[src/rtl/dsp_pkg.sv]
package dsp_pkg;
    parameter int PTR_W  = 16;
    parameter int BANK_W = 8;
    parameter int DATA_W = 16;
    parameter int BYTE_W = 8;
    parameter int NSTK   = 2;
    localparam int ADDR_W = BANK_W + PTR_W;
    localparam int BE_W   = DATA_W / BYTE_W;

    typedef enum logic [1:0] {
        ST_IDLE = 2'd0,
        ST_WORD = 2'd1,
        ST_LO   = 2'd2,
        ST_HI   = 2'd3
    } seq_state_e;

    typedef struct packed {
        logic              pop;
        logic              sys;
        logic [BANK_W-1:0] bank;
        logic [PTR_W-1:0]  addr;
        logic [PTR_W-1:0]  next;
        logic [DATA_W-1:0] wdata;
    } stack_op_t;

    function automatic logic [PTR_W-1:0] ptr_after(input logic [PTR_W-1:0] p, input logic pop);
        return pop ? p + PTR_W'(BE_W) : p - PTR_W'(BE_W);
    endfunction
endpackage

[src/rtl/dsp_regs.sv]
module dsp_regs
    import dsp_pkg::*;
(
    input  logic                         clk,
    input  logic                         wr_en,
    input  logic [1:0]                   wr_sel,
    input  logic [DATA_W-1:0]            wr_data,
    input  logic                         upd_en,
    input  logic                         upd_sys,
    input  logic [PTR_W-1:0]             upd_ptr,
    output logic [NSTK-1:0][PTR_W-1:0]   ptr_o,
    output logic [NSTK-1:0][BANK_W-1:0]  bank_o
);
    for (genvar g = 0; g < NSTK; g++) begin : g_stk
        logic [PTR_W-1:0]  ptr_q;
        logic [BANK_W-1:0] bank_q;

        // contents are undefined until software loads them
        always_ff @(posedge clk) begin
            if (wr_en && wr_sel == {1'b0, 1'(g)})
                ptr_q <= wr_data[PTR_W-1:0];
            else if (upd_en && upd_sys == 1'(g))
                ptr_q <= upd_ptr;
            if (wr_en && wr_sel == {1'b1, 1'(g)})
                bank_q <= wr_data[BANK_W-1:0];
        end

        assign ptr_o[g]  = ptr_q;
        assign bank_o[g] = bank_q;
    end

    // a software write never lands in the same cycle as a stack update
    p_wr_upd_excl_r11: assert property (@(posedge clk) upd_en |-> !wr_en)
        else $error("software write collided with pointer update");
endmodule

[src/rtl/dsp_seq.sv]
module dsp_seq
    import dsp_pkg::*;
(
    input  logic              clk,
    input  logic              rst,
    input  logic              cmd_valid,
    input  logic              cmd_pop,
    input  logic [DATA_W-1:0] cmd_wdata,
    input  logic              sup_mode,
    input  logic [PTR_W-1:0]  act_ptr,
    input  logic [BANK_W-1:0] act_bank,
    input  logic [DATA_W-1:0] mem_rdata,
    output logic              busy,
    output logic              done,
    output logic [DATA_W-1:0] pop_data,
    output logic              mem_req,
    output logic              mem_we,
    output logic [ADDR_W-1:0] mem_addr,
    output logic [BE_W-1:0]   mem_be,
    output logic [DATA_W-1:0] mem_wdata,
    output logic              upd_en,
    output logic              upd_sys,
    output logic [PTR_W-1:0]  upd_ptr
);
    seq_state_e state_q;
    stack_op_t  op_q;
    logic       accept;
    logic [PTR_W-1:0] acc_addr;

    assign accept   = cmd_valid && (state_q == ST_IDLE);
    assign acc_addr = cmd_pop ? act_ptr : ptr_after(act_ptr, 1'b0);

    always_ff @(posedge clk) begin
        if (rst) begin
            state_q  <= ST_IDLE;
            done     <= 1'b0;
            op_q     <= '0;
            pop_data <= '0;
        end else begin
            done <= 1'b0;
            unique case (state_q)
                ST_IDLE: if (accept) begin
                    op_q.pop   <= cmd_pop;
                    op_q.sys   <= sup_mode;
                    op_q.bank  <= act_bank;
                    op_q.addr  <= acc_addr;
                    op_q.next  <= ptr_after(act_ptr, cmd_pop);
                    op_q.wdata <= cmd_wdata;
                    state_q    <= acc_addr[0] ? ST_LO : ST_WORD;
                end
                ST_WORD: begin
                    if (op_q.pop) pop_data <= mem_rdata;
                    done    <= 1'b1;
                    state_q <= ST_IDLE;
                end
                ST_LO: begin
                    if (op_q.pop) pop_data[BYTE_W-1:0] <= mem_rdata[BYTE_W-1:0];
                    state_q <= ST_HI;
                end
                ST_HI: begin
                    if (op_q.pop) pop_data[DATA_W-1:BYTE_W] <= mem_rdata[BYTE_W-1:0];
                    done    <= 1'b1;
                    state_q <= ST_IDLE;
                end
            endcase
        end
    end

    always_comb begin
        mem_req   = (state_q != ST_IDLE);
        mem_we    = mem_req && !op_q.pop;
        mem_addr  = {op_q.bank, op_q.addr};
        mem_be    = BE_W'(1);
        mem_wdata = {{(DATA_W-BYTE_W){1'b0}}, op_q.wdata[BYTE_W-1:0]};
        case (state_q)
            ST_WORD: begin
                mem_be    = '1;
                mem_wdata = op_q.wdata;
            end
            ST_HI: begin
                mem_addr  = {op_q.bank, op_q.addr + PTR_W'(1)};
                mem_wdata = {{(DATA_W-BYTE_W){1'b0}}, op_q.wdata[DATA_W-1:BYTE_W]};
            end
            default: ;
        endcase
    end

    assign busy    = (state_q != ST_IDLE);
    assign upd_en  = (state_q == ST_WORD) || (state_q == ST_HI);
    assign upd_sys = op_q.sys;
    assign upd_ptr = op_q.next;

    // full-width cycles only at even addresses
    p_word_even_r6: assert property (@(posedge clk) disable iff (rst)
        (mem_req && mem_be == '1) |-> !mem_addr[0])
        else $error("word cycle at odd address");

    // second byte follows the first at +1, same bank, 16-bit wrap
    p_hi_follows_lo_r7: assert property (@(posedge clk) disable iff (rst)
        (state_q == ST_LO) |=> (mem_req && mem_be == BE_W'(1) &&
            mem_addr[ADDR_W-1:PTR_W] == $past(mem_addr[ADDR_W-1:PTR_W]) &&
            mem_addr[PTR_W-1:0] == $past(mem_addr[PTR_W-1:0]) + PTR_W'(1)))
        else $error("high byte cycle misplaced");

    // selected stack stays fixed for the whole command
    p_sys_held_r10: assert property (@(posedge clk) disable iff (rst)
        (mem_req && $past(mem_req) && !$past(upd_en)) |-> $stable(mem_addr[ADDR_W-1:PTR_W]))
        else $error("bank changed inside a split access");
endmodule

[src/rtl/dual_stack_unit.sv]
module dual_stack_unit
    import dsp_pkg::*;
(
    input  logic        clk,
    input  logic        rst,
    input  logic        sup_mode,
    input  logic        cmd_valid,
    input  logic        cmd_pop,
    input  logic [15:0] cmd_wdata,
    output logic        busy,
    output logic        done,
    output logic [15:0] pop_data,
    input  logic        wr_en,
    input  logic [1:0]  wr_sel,
    input  logic [15:0] wr_data,
    output logic        mem_req,
    output logic        mem_we,
    output logic [23:0] mem_addr,
    output logic [1:0]  mem_be,
    output logic [15:0] mem_wdata,
    input  logic [15:0] mem_rdata
);
    logic [NSTK-1:0][PTR_W-1:0]  ptr_all;
    logic [NSTK-1:0][BANK_W-1:0] bank_all;
    logic             wr_go;
    logic             upd_en;
    logic             upd_sys;
    logic [PTR_W-1:0] upd_ptr;

    // command acceptance outranks a software write in the same cycle
    assign wr_go = wr_en && !busy && !cmd_valid;

    dsp_regs u_regs (
        .clk     (clk),
        .wr_en   (wr_go),
        .wr_sel  (wr_sel),
        .wr_data (wr_data),
        .upd_en  (upd_en),
        .upd_sys (upd_sys),
        .upd_ptr (upd_ptr),
        .ptr_o   (ptr_all),
        .bank_o  (bank_all)
    );

    dsp_seq u_seq (
        .clk       (clk),
        .rst       (rst),
        .cmd_valid (cmd_valid),
        .cmd_pop   (cmd_pop),
        .cmd_wdata (cmd_wdata),
        .sup_mode  (sup_mode),
        .act_ptr   (ptr_all[sup_mode]),
        .act_bank  (bank_all[sup_mode]),
        .mem_rdata (mem_rdata),
        .busy      (busy),
        .done      (done),
        .pop_data  (pop_data),
        .mem_req   (mem_req),
        .mem_we    (mem_we),
        .mem_addr  (mem_addr),
        .mem_be    (mem_be),
        .mem_wdata (mem_wdata),
        .upd_en    (upd_en),
        .upd_sys   (upd_sys),
        .upd_ptr   (upd_ptr)
    );

    // quiet after reset
    p_reset_quiet_r12: assert property (@(posedge clk) rst |=> (!mem_req && !done && !busy))
        else $error("activity right after reset");

    // completion is a single-cycle pulse with the unit idle
    p_done_pulse_r13: assert property (@(posedge clk) disable iff (rst)
        done |-> (!busy && !mem_req) ##1 !done)
        else $error("done not a clean pulse");
endmodule

[config.mk]
export PLATFORM = sky130hd
export DESIGN_NAME = dual_stack_unit
export DESIGN_NICKNAME = d
export VERILOG_FILES = /design/src/rtl/dsp_pkg.sv /design/src/rtl/dsp_regs.sv /design/src/rtl/dsp_seq.sv /design/src/rtl/dual_stack_unit.sv
export SDC_FILE = /design/constraint.sdc
export NUM_CORES = 1
export LEC_CHECK = 0
export CAP_MARGIN = 15
export CORE_ASPECT_RATIO = 2
export CORE_MARGIN = 1.5
export CORE_UTILIZATION = 45
export CTS_BUF_LIST = sky130_fd_sc_hd__clkbuf_4 sky130_fd_sc_hd__clkbuf_8
export CTS_CLUSTER_SIZE = 14
export DETAILED_ROUTE_END_ITERATION = 16
export PLACE_DENSITY = 0.7
export SLEW_MARGIN = 10
export SYNTH_ARGS = -nofsm -noshare
export SYNTH_HDL_FRONTEND = slang
export SYNTH_HIERARCHICAL = 1
export SYNTH_SLANG_ARGS = --single-unit
export TNS_END_PERCENT = 30
[constraint.sdc]
create_clock -name clk -period 3.5 [get_ports clk]
set_input_delay 0.7 -clock clk [delete_from_list [all_inputs] [get_ports clk]]
set_output_delay 0.7 -clock clk [all_outputs]
set_load 0.05 [all_outputs]
==> results.md, run 1 <==
- The number of cells on the worst reg-to-reg path is 8.
- Headroom to the max-slew limit came out at 0.362.
- The endpoint type of the worst setup path is an output pin.
- The worst clock skew is 0.0120 ns.
- Synthesis produced a netlist whose cell count is 630.
- The critical path starts at u_seq/state_q[0].
- Setup repair after global routing left no endpoint under its margin.
- The detailed-route wire length per cell is 15.9 um.
- The buffer count from post-CTS setup fixing is 0.
- In the layout the commonest cells are sky130_fd_sc_hd__clkdlybuf4s50_1 (105), sky130_fd_sc_hd__nand2_1 (91), sky130_fd_sc_hd__dfxtp_1 (76).
- The worst hold path belongs to the class flip-flop to flip-flop.
- The total area of multi-input combinational cells is 2930 um^2.
- The final count of negative-setup-slack endpoints is 0.
- The height of the die is 171 um.
- The number of flops mapped to enable cells by yosys is 48.
- The via count of the first global-routing pass is 4718.
- The proportion of synthesized flip-flops having asynchronous set or reset is 0.
- Entering global routing, the biggest net connects 49 pins.
- Dividing the detail-routed via count by the number of cells gives 5.12.
- A synthesized cell averages 10.1 um^2.
- The final number of hold-violating endpoints came to 0.
- The number of nets in the synthesized netlist is 691.
- The number of levels in the clock H-tree is 4.
- The clock transition at the register clock pins on the worst setup and hold paths after CTS is 0.07 ns.
- The initialized floorplan defines 61 standard-cell rows.
- At the worst endpoint, the required time is 2.80 ns.
- The mapped cell area is 6370 um^2.
- The count of vias placed by the detailed router is 4687.
- In this run the tool buffered the top-level ports with 116 buffer cells.
- From left edge to right edge, the die measures 87.1 um.
- The routability congestion estimate from global placement is 0.841.
- Once detailed placement completed, the half-perimeter wirelength came to 10900 um.
- The total non-filler cell area in the finished layout is 7970 um^2.
- The final cycle utilization of the critical path is 0.932.
- The number of maximum-capacitance constraint violations is 0.
- The worst path meets setup with 0.239 ns of slack.
- The post-route antenna net violation count is 0.
- The total number of yosys warnings is 6.
- The number of design rule violations left after detail routing is 0.
- Fill cells in the final layout number 1212.
- The clock drives 124 sinks.
- The cell area power density is 472 nW/um^2.
- The first-pass GRT wire length is 23200 um.
- The die area is 14900 um^2.
- For the finished layout, the period the worst path requires is 3.26 ns.
- The number of gates given a new drive strength after cts is 0.
- Of the cells placed in the final design, the portion with a size suffix greater than 1 is 0.191.
- The cell chosen for the clock root is sky130_fd_sc_hd__clkbuf_8.
- The register bit count reported by yosys is 124.
- The finished layout holds 916 standard cells, fillers aside.
- Setup slack on the worst reg-to-reg path comes out at 0.80 ns.
- In this run the count of I/O pins placed on the die edge is 118.
- The count of different cell masters after synthesis is 50.
- The clock tree from TritonCTS is done.
- For this run, the total global-route usage over all layers was measured as 0.202.
- Once layout is complete, the utilization of the core stands at 0.574.
- At the worst endpoint, the arrival time is 2.56 ns.
- The worst hold path was traced through 2 stages.
- The first-pass iteration count of the detailed router is 4.
- At the pin with the least slew margin, the transition time is 0.957 ns.
- The end of the worst hold path is u_seq/op_q[3].
- The leakage power is 2.98 nW.
- The final-layout worst hold slack is 0.457 ns.
- The number of buffers created by CTS is 17.
- The predominant post-synthesis flop cell is sky130_fd_sc_hd__dfxtp_1.
- In this run the critical register-to-register path is captured at u_regs/g_stk[0].ptr_q[8].
- Power comes to 3.76 mW.
- Across the whole layout, storage elements account for 2960 um^2.
- The launching point of the worst reg2reg path is u_seq/state_q[1].
- The critical-path maximum fanout is 12.
- The placed instance area is 7530 um^2.
- The final global-route overflow total is 0.
- The most frequent standard cell in the layout excluding fill and tap cells is sky130_fd_sc_hd__clkdlybuf4s50_1.
- The area growth from synthesis to layout is 25.0%.
- The later pin in the worst-skew pair is clocked with a latency of 0.42 ns.
- The highest clock frequency the design can meet is 307 MHz.
- The run finished with clean final reports.
- The number of antenna violations at the first check in global routing is 0.
- Wires add up to 14500 um.
- The final-report max-slew violation count is 0.
- The critical path is of the flip-flop to output pin type.
- The worst setup timing slack at the placement stage is 0.0768 ns.
- The worst hold path begins at u_seq/op_q[3].
- The setup TNS is 0 ns.
- Counting along the longest clock path gives a buffer depth of 2.
- The core region is 13900 um^2.
- The kind of launch point of the worst setup path is a flip-flop.
- The antenna diode count is 0.
- At the end of the flow, the number of nets in the layout was 775.
- The initial core utilization is 0.459.
- The peak supply drop is 0.232 mV.
- For this design, the CTS-stage hold fixing added 0 buffers.
- The detailed router finished its first iteration with 175 violations.
- Of the synthesized area, sequential elements account for 0.465.
- After detailed placement, the design holds a cell count of 884.
cell type report:
cell class | count | area share
inverters | 9 | 0.00424
multi-input cells | 425 | 0.368
well taps | 189 | 0.0297
clock buffers | 19 | 0.0313
repair buffers | 137 | 0.171
flip-flops and latches | 124 | 0.372
clock inverters | 13 | 0.0240
flip-flops by register name, indices dropped and copies added, names as in the netlist:
| name | cells |
|---|---|
| u_seq/op_q | 41 |
| u_regs/g_stk.ptr_q | 32 |
| u_regs/g_stk.bank_q | 16 |
| u_seq/pop_data | 16 |
| u_seq/upd_ptr | 15 |
| u_seq/state_q | 2 |
| u_seq/done | 1 |
| u_seq/upd_sys | 1 |
synth_stat cells (all sizes together) (6+ instances only):
library cell	n	area, um^2
xor2	15	131
inv	9	33.8
nor2	40	158
and2	11	68.8
clkbuf	32	134
nand3	11	55.1
dfxtp	76	1520
nor4	10	62.6
edfxtp	48	1440
nand4	10	62.6
a21oi	47	235
a211oi	18	140
nand2	91	342
mux2	65	807
a22oi	10	75.1
mux2i	16	160
nor3	16	80.1
xnor2	27	236
buf	40	314
o21ai	6	33.8
worst max-delay path by stage:
stage	slack, ns	end	depth (start not counted)
finish	0.24	mem_addr[1]	3
global route	0.03	mem_addr[2]	4
CTS	0.20	mem_addr[3]	4
detailed placement	0.08	u_seq/upd_ptr[10]	8
global placement	0.15	u_seq/upd_ptr[10]	8
floorplan	0.55	u_seq/upd_ptr[10]	10
logic make-up after synthesis:
kind of cell,count (synthesis),share of synthesized area
multiplexers,81,0.152
flip-flops,124,0.465
other,1,0.000588
buffers and inverters,81,0.0756
AND/OR/NAND/NOR,209,0.156
AO/OA/AOI/OAI,87,0.0840
adder cells (fa/ha/maj),5,0.00982
XOR/XNOR,42,0.0577
worst max-delay path: stages, from the launching register on:
cell and delay (ns):
sky130_fd_sc_hd__dfxtp_1 0.53, sky130_fd_sc_hd__and2_1 0.50, sky130_fd_sc_hd__mux2_2 0.40, sky130_fd_sc_hd__clkdlybuf4s50_1 0.72
power by group:
part / switching (mW) / total, mW / internal, mW
sequential: 0.0580 / 1.65 / 1.59
combinational: 0.425 / 0.733 / 0.307
clock: 0.577 / 1.38 / 0.798
total: 1.06 / 3.76 / 2.70
layer usage:
layer	vias up	track usage	share of wire
met1	2212	0.205	0.37
met2	113	0.397	0.58
li1	2351	-	-
met5	-	0	0
met3	11	0.0365	0.042
met4	0	0.0718	0.016
No activity file was read; power rests on OpenSTA's default activity.
==> inputs of run 2 (changes only) <==
--- a/config.mk
+++ b/config.mk
@@ -12,7 +12,7 @@
 export CTS_BUF_LIST = sky130_fd_sc_hd__clkbuf_4 sky130_fd_sc_hd__clkbuf_8
 export CTS_CLUSTER_SIZE = 14
 export DETAILED_ROUTE_END_ITERATION = 16
-export PLACE_DENSITY = 0.7
+export DONT_BUFFER_PORTS = 1
 export SLEW_MARGIN = 10
 export SYNTH_ARGS = -nofsm -noshare
 export SYNTH_HDL_FRONTEND = slang
==> run 2 against run 1 <==
Register-to-register slack better by 0.18 ns; total power barely moved; core utilization down 8.1 points; sequential share of layout area increased by 6.1 points; worst hold slack worse by 0.12 ns; flip-flop and latch count unchanged; maximum frequency increased by 6.4%; clock power rose by 12%; via count decreased by 7.0%; final area is 14% lower; clock skew grew 0.0021 ns.
==> results.md, run 2 (synthesized netlist as in run 1, its figures left out) <==
- The terminus of the critical flop-to-flop path is u_regs/g_stk[1].ptr_q[8].
- The layout overhead on the synthesized area is 7.42%.
- The count of cells along the worst hold path is 1 (-1).
- The clock tree from TritonCTS is done.
- The endpoint type of the worst setup path is an output pin.
- The number of levels in the clock H-tree is 4 (unchanged).
- Setup repair after global routing left no endpoint under its margin.
- The peak supply drop is 0.381 mV (+64%).
- The cell area power density is 549 nW/um^2 (+16%).
- The cell count after placement was 772 (-13%).
- The total non-filler cell area in the finished layout is 6850 um^2 (-14%).
- The routability congestion estimate from global placement is 0.834 (-0.93%).
- The ratio of routed vias to standard cells is 5.42 (+6.0%).
- The final total power is 3.76 mW (about the same).
- The quantity of hold-fixing buffers added after cts is 0 (unchanged).
- The number of flip-flops in the largest register is 41 (unchanged).
- The first-pass GRT wire length is 22300 um (-4.1%).
- The minimum period implied by the final worst setup slack came to 3.07 ns (-0.196 ns).
- The highest clock frequency the design can meet is 326 MHz (+6.4%).
- The number of placement rows is 61 (unchanged).
- The setup TNS is 0 ns (unchanged).
- On the critical path, the stage with the largest delay is an instance of sky130_fd_sc_hd__dfxtp_1.
- The worst hold path terminates at u_seq/pop_data[15].
- The post-route antenna net violation count is 0 (unchanged).
- The fraction of layout cells with a size suffix above 1 was 0.216 (+0.0251).
- The number of design rule violations left after detail routing was 0 (unchanged).
- The via count of the first global-routing pass is 4331 (-8.2%).
- The total half-perimeter wirelength after legalization and detailed placement is 10200 um (-6.3%).
- The TritonCTS sink count is 124 (unchanged).
- The clock network latency to the later pin of the worst-skew pair was 0.43 ns (about the same).
- Walking the worst path, the cells encountered are and4_1 -> nand3_1 -> nor3_1 -> nand4_1 -> xnor2_1 -> buf_4.
- The most flop-heavy register is u_seq/op_q.
- The final non-filler cell total is 804 (-12%).
- The overall die width is 87.1 um (unchanged).
- The number of buffers created by CTS came to 17 (unchanged).
- The number of maximum-capacitance constraint violations is 0 (unchanged).
- The total I/O pin count is 118 (unchanged).
- STA classifies the critical path startpoint as a flip-flop.
- In the final layout, the registers with the most flip-flops are u_seq/op_q (41), u_regs/g_stk.ptr_q (32).
- The placed instance area is 6350 um^2 (-16%).
- The tightest min-delay check is of the input pin to flip-flop type.
- The flow ran to the end, and the final reports show no timing, DRC or antenna violations.
- The final layout net count is 663 (-14%).
- The detailed-route wire length was 14400 um (-0.72%).
- The antenna diode count came to 0 (unchanged).
- The detailed-route wire length per cell is 18.0 um (+13%).
- The worst register-to-register path begins at u_seq/state_q[1].
- The final number of hold-violating endpoints was 0 (unchanged).
- The depth of the worst register-to-register path is 7 (-1).
- Leaving out fill and tap cells, the most frequent cell in the layout is sky130_fd_sc_hd__nand2_1.
- The register-to-register path setup slack is 0.98 ns (+0.18 ns).
- The count of vias placed by the detailed router is 4360 (-7.0%).
- The leakage power was 2.57 nW (-14%).
- The count of buffers from port buffering came to 0 (-100%).
- The delay contributed by the slowest stage of the critical path is 0.56 ns (-0.16 ns).
- The buffer count from post-CTS setup fixing is 0 (unchanged).
- The final global-route overflow total is 0 (unchanged).
- The maximum number of pins on one net before global-route repair is 77 (+57%).
- The final-layout worst hold slack came to 0.338 ns (-0.120 ns).
- The startpoint identified for the worst hold timing path is rst.
- The placeable core area is 13900 um^2 (unchanged).
- The final cycle utilization of the critical path is 0.876 (-0.0559).
- The die area is 14900 um^2 (unchanged).
- The final count of negative-setup-slack endpoints is 0 (unchanged).
- The initial core utilization is 0.459 (unchanged).
- The cell sitting at the root of the clock tree is a sky130_fd_sc_hd__clkbuf_8.
- The library cells used most frequently in the layout, excluding fill and tap cells, are sky130_fd_sc_hd__nand2_1 (91), sky130_fd_sc_hd__dfxtp_1 (76), sky130_fd_sc_hd__edfxtp_1 (48).
- The buffer depth of the longest clock path was 2 (unchanged).
- The starting DRC count in detailed routing is 211 (+21%).
- The clock transition at the register clock pins on the worst setup and hold paths after CTS is 0.08 ns (about the same).
- The final-report max-slew violation count is 0 (unchanged).
- The number of gates given a new drive strength after cts was 0 (unchanged).
- The transition time at the pin with the least slew margin is 0.858 ns (-0.0990 ns).
- The critical-path maximum fanout came to 12 (unchanged).
- The headroom to the max-slew limit is 0.426 (+0.0639).
- The worst clock skew is 0.0141 ns (+0.00214 ns).
- The global router's overall resource usage is 0.200 (-0.00251).
- The critical path arrival is 2.37 ns (-0.19 ns).
- The critical path class is flip-flop to output pin.
- The first-pass iteration count of the detailed router is 5 (+1).
- The required time at the worst-slack endpoint is 2.80 ns (about the same).
- The number of antenna violations at the first check in global routing was 0 (unchanged).
- The height of the die is 171 um (unchanged).
==> run 2: cell types whose count changed in the layout (fill, tap and decap cells not counted), sizes merged <==
cell and change:
clkdlybuf4s50 -105, clkinvlp -2, buf -7, inv +1, bufinv +2, clkinv -1
==> run 2: metrics by stage <==
stage / utilization / worst slack (ns)
floorplan: - / 0.554
finish: 0.493 / 0.435
global placement: 0.457 / 0.773
detailed placement: 0.457 / 0.780
global route: 0.493 / 0.210
CTS: 0.493 / 0.346
==> run 2: critical path: cells and delay by family, from the launching register on <==
family	cells	cell delay, ns
DFF	1	0.56
and+or+nand+nor	4	1.00
xor gates and xnor gates	1	0.17
buffers and inverters	1	0.22
==> run 2: report_power, final <==
part | internal [mW] | switching [mW]
sequential | 1.59 | 0.105
combinational | 0.191 | 0.328
clock | 0.956 | 0.586
total | 2.74 | 1.02
==> run 2: how the worst max path moves through the flow <==
stage	startpoint	end	depth (start not counted)
floorplan	sup_mode	u_seq/upd_ptr[10]	10
global placement	sup_mode	u_seq/upd_ptr[7]	8
detailed placement	sup_mode	u_seq/upd_ptr[7]	8
CTS	u_seq/state_q[0]	mem_addr[13]	6
global route	u_seq/state_q[0]	mem_addr[14]	6
finish	u_seq/state_q[0]	mem_addr[14]	6
==> run 2: area by class of cell <==
| class | instances | area (um^2) |
|---|---|---|
| flip-flops and latches | 124 | 2960 |
| inverters | 9 | 33.8 |
| clock buffers | 19 | 255 |
| multi-input cells | 425 | 2930 |
| repair buffers | 25 | 188 |
| well taps | 189 | 236 |
| fillers | 1297 | 7050 |
| clock inverters | 13 | 238 |
==> run 2: metal layers <==
layer | global-route usage | vias to the layer above | wire (um)
met5 | 0 | - | 0
met4 | 0.0918 | 0 | 388
met3 | 0.0557 | 19 | 750
met2 | 0.368 | 123 | 7850
met1 | 0.203 | 2087 | 5450
li1 | - | 2131 | -
==> inputs of run 3 (changes only) <==
--- a/config.mk
+++ b/config.mk
@@ -5,12 +5,13 @@
 export SDC_FILE = /design/constraint.sdc
 export NUM_CORES = 1
 export LEC_CHECK = 0
+export ABC_CLOCK_PERIOD_IN_PS = 3500
 export CAP_MARGIN = 15
 export CORE_ASPECT_RATIO = 2
 export CORE_MARGIN = 1.5
 export CORE_UTILIZATION = 45
 export CTS_BUF_LIST = sky130_fd_sc_hd__clkbuf_4 sky130_fd_sc_hd__clkbuf_8
-export CTS_CLUSTER_SIZE = 14
+export CTS_CLUSTER_SIZE = 16
 export DETAILED_ROUTE_END_ITERATION = 16
 export DONT_BUFFER_PORTS = 1
 export SLEW_MARGIN = 10
==> results of run 3 <==
Same layout as run 2: the final DEF is identical, and so are final timing and power.
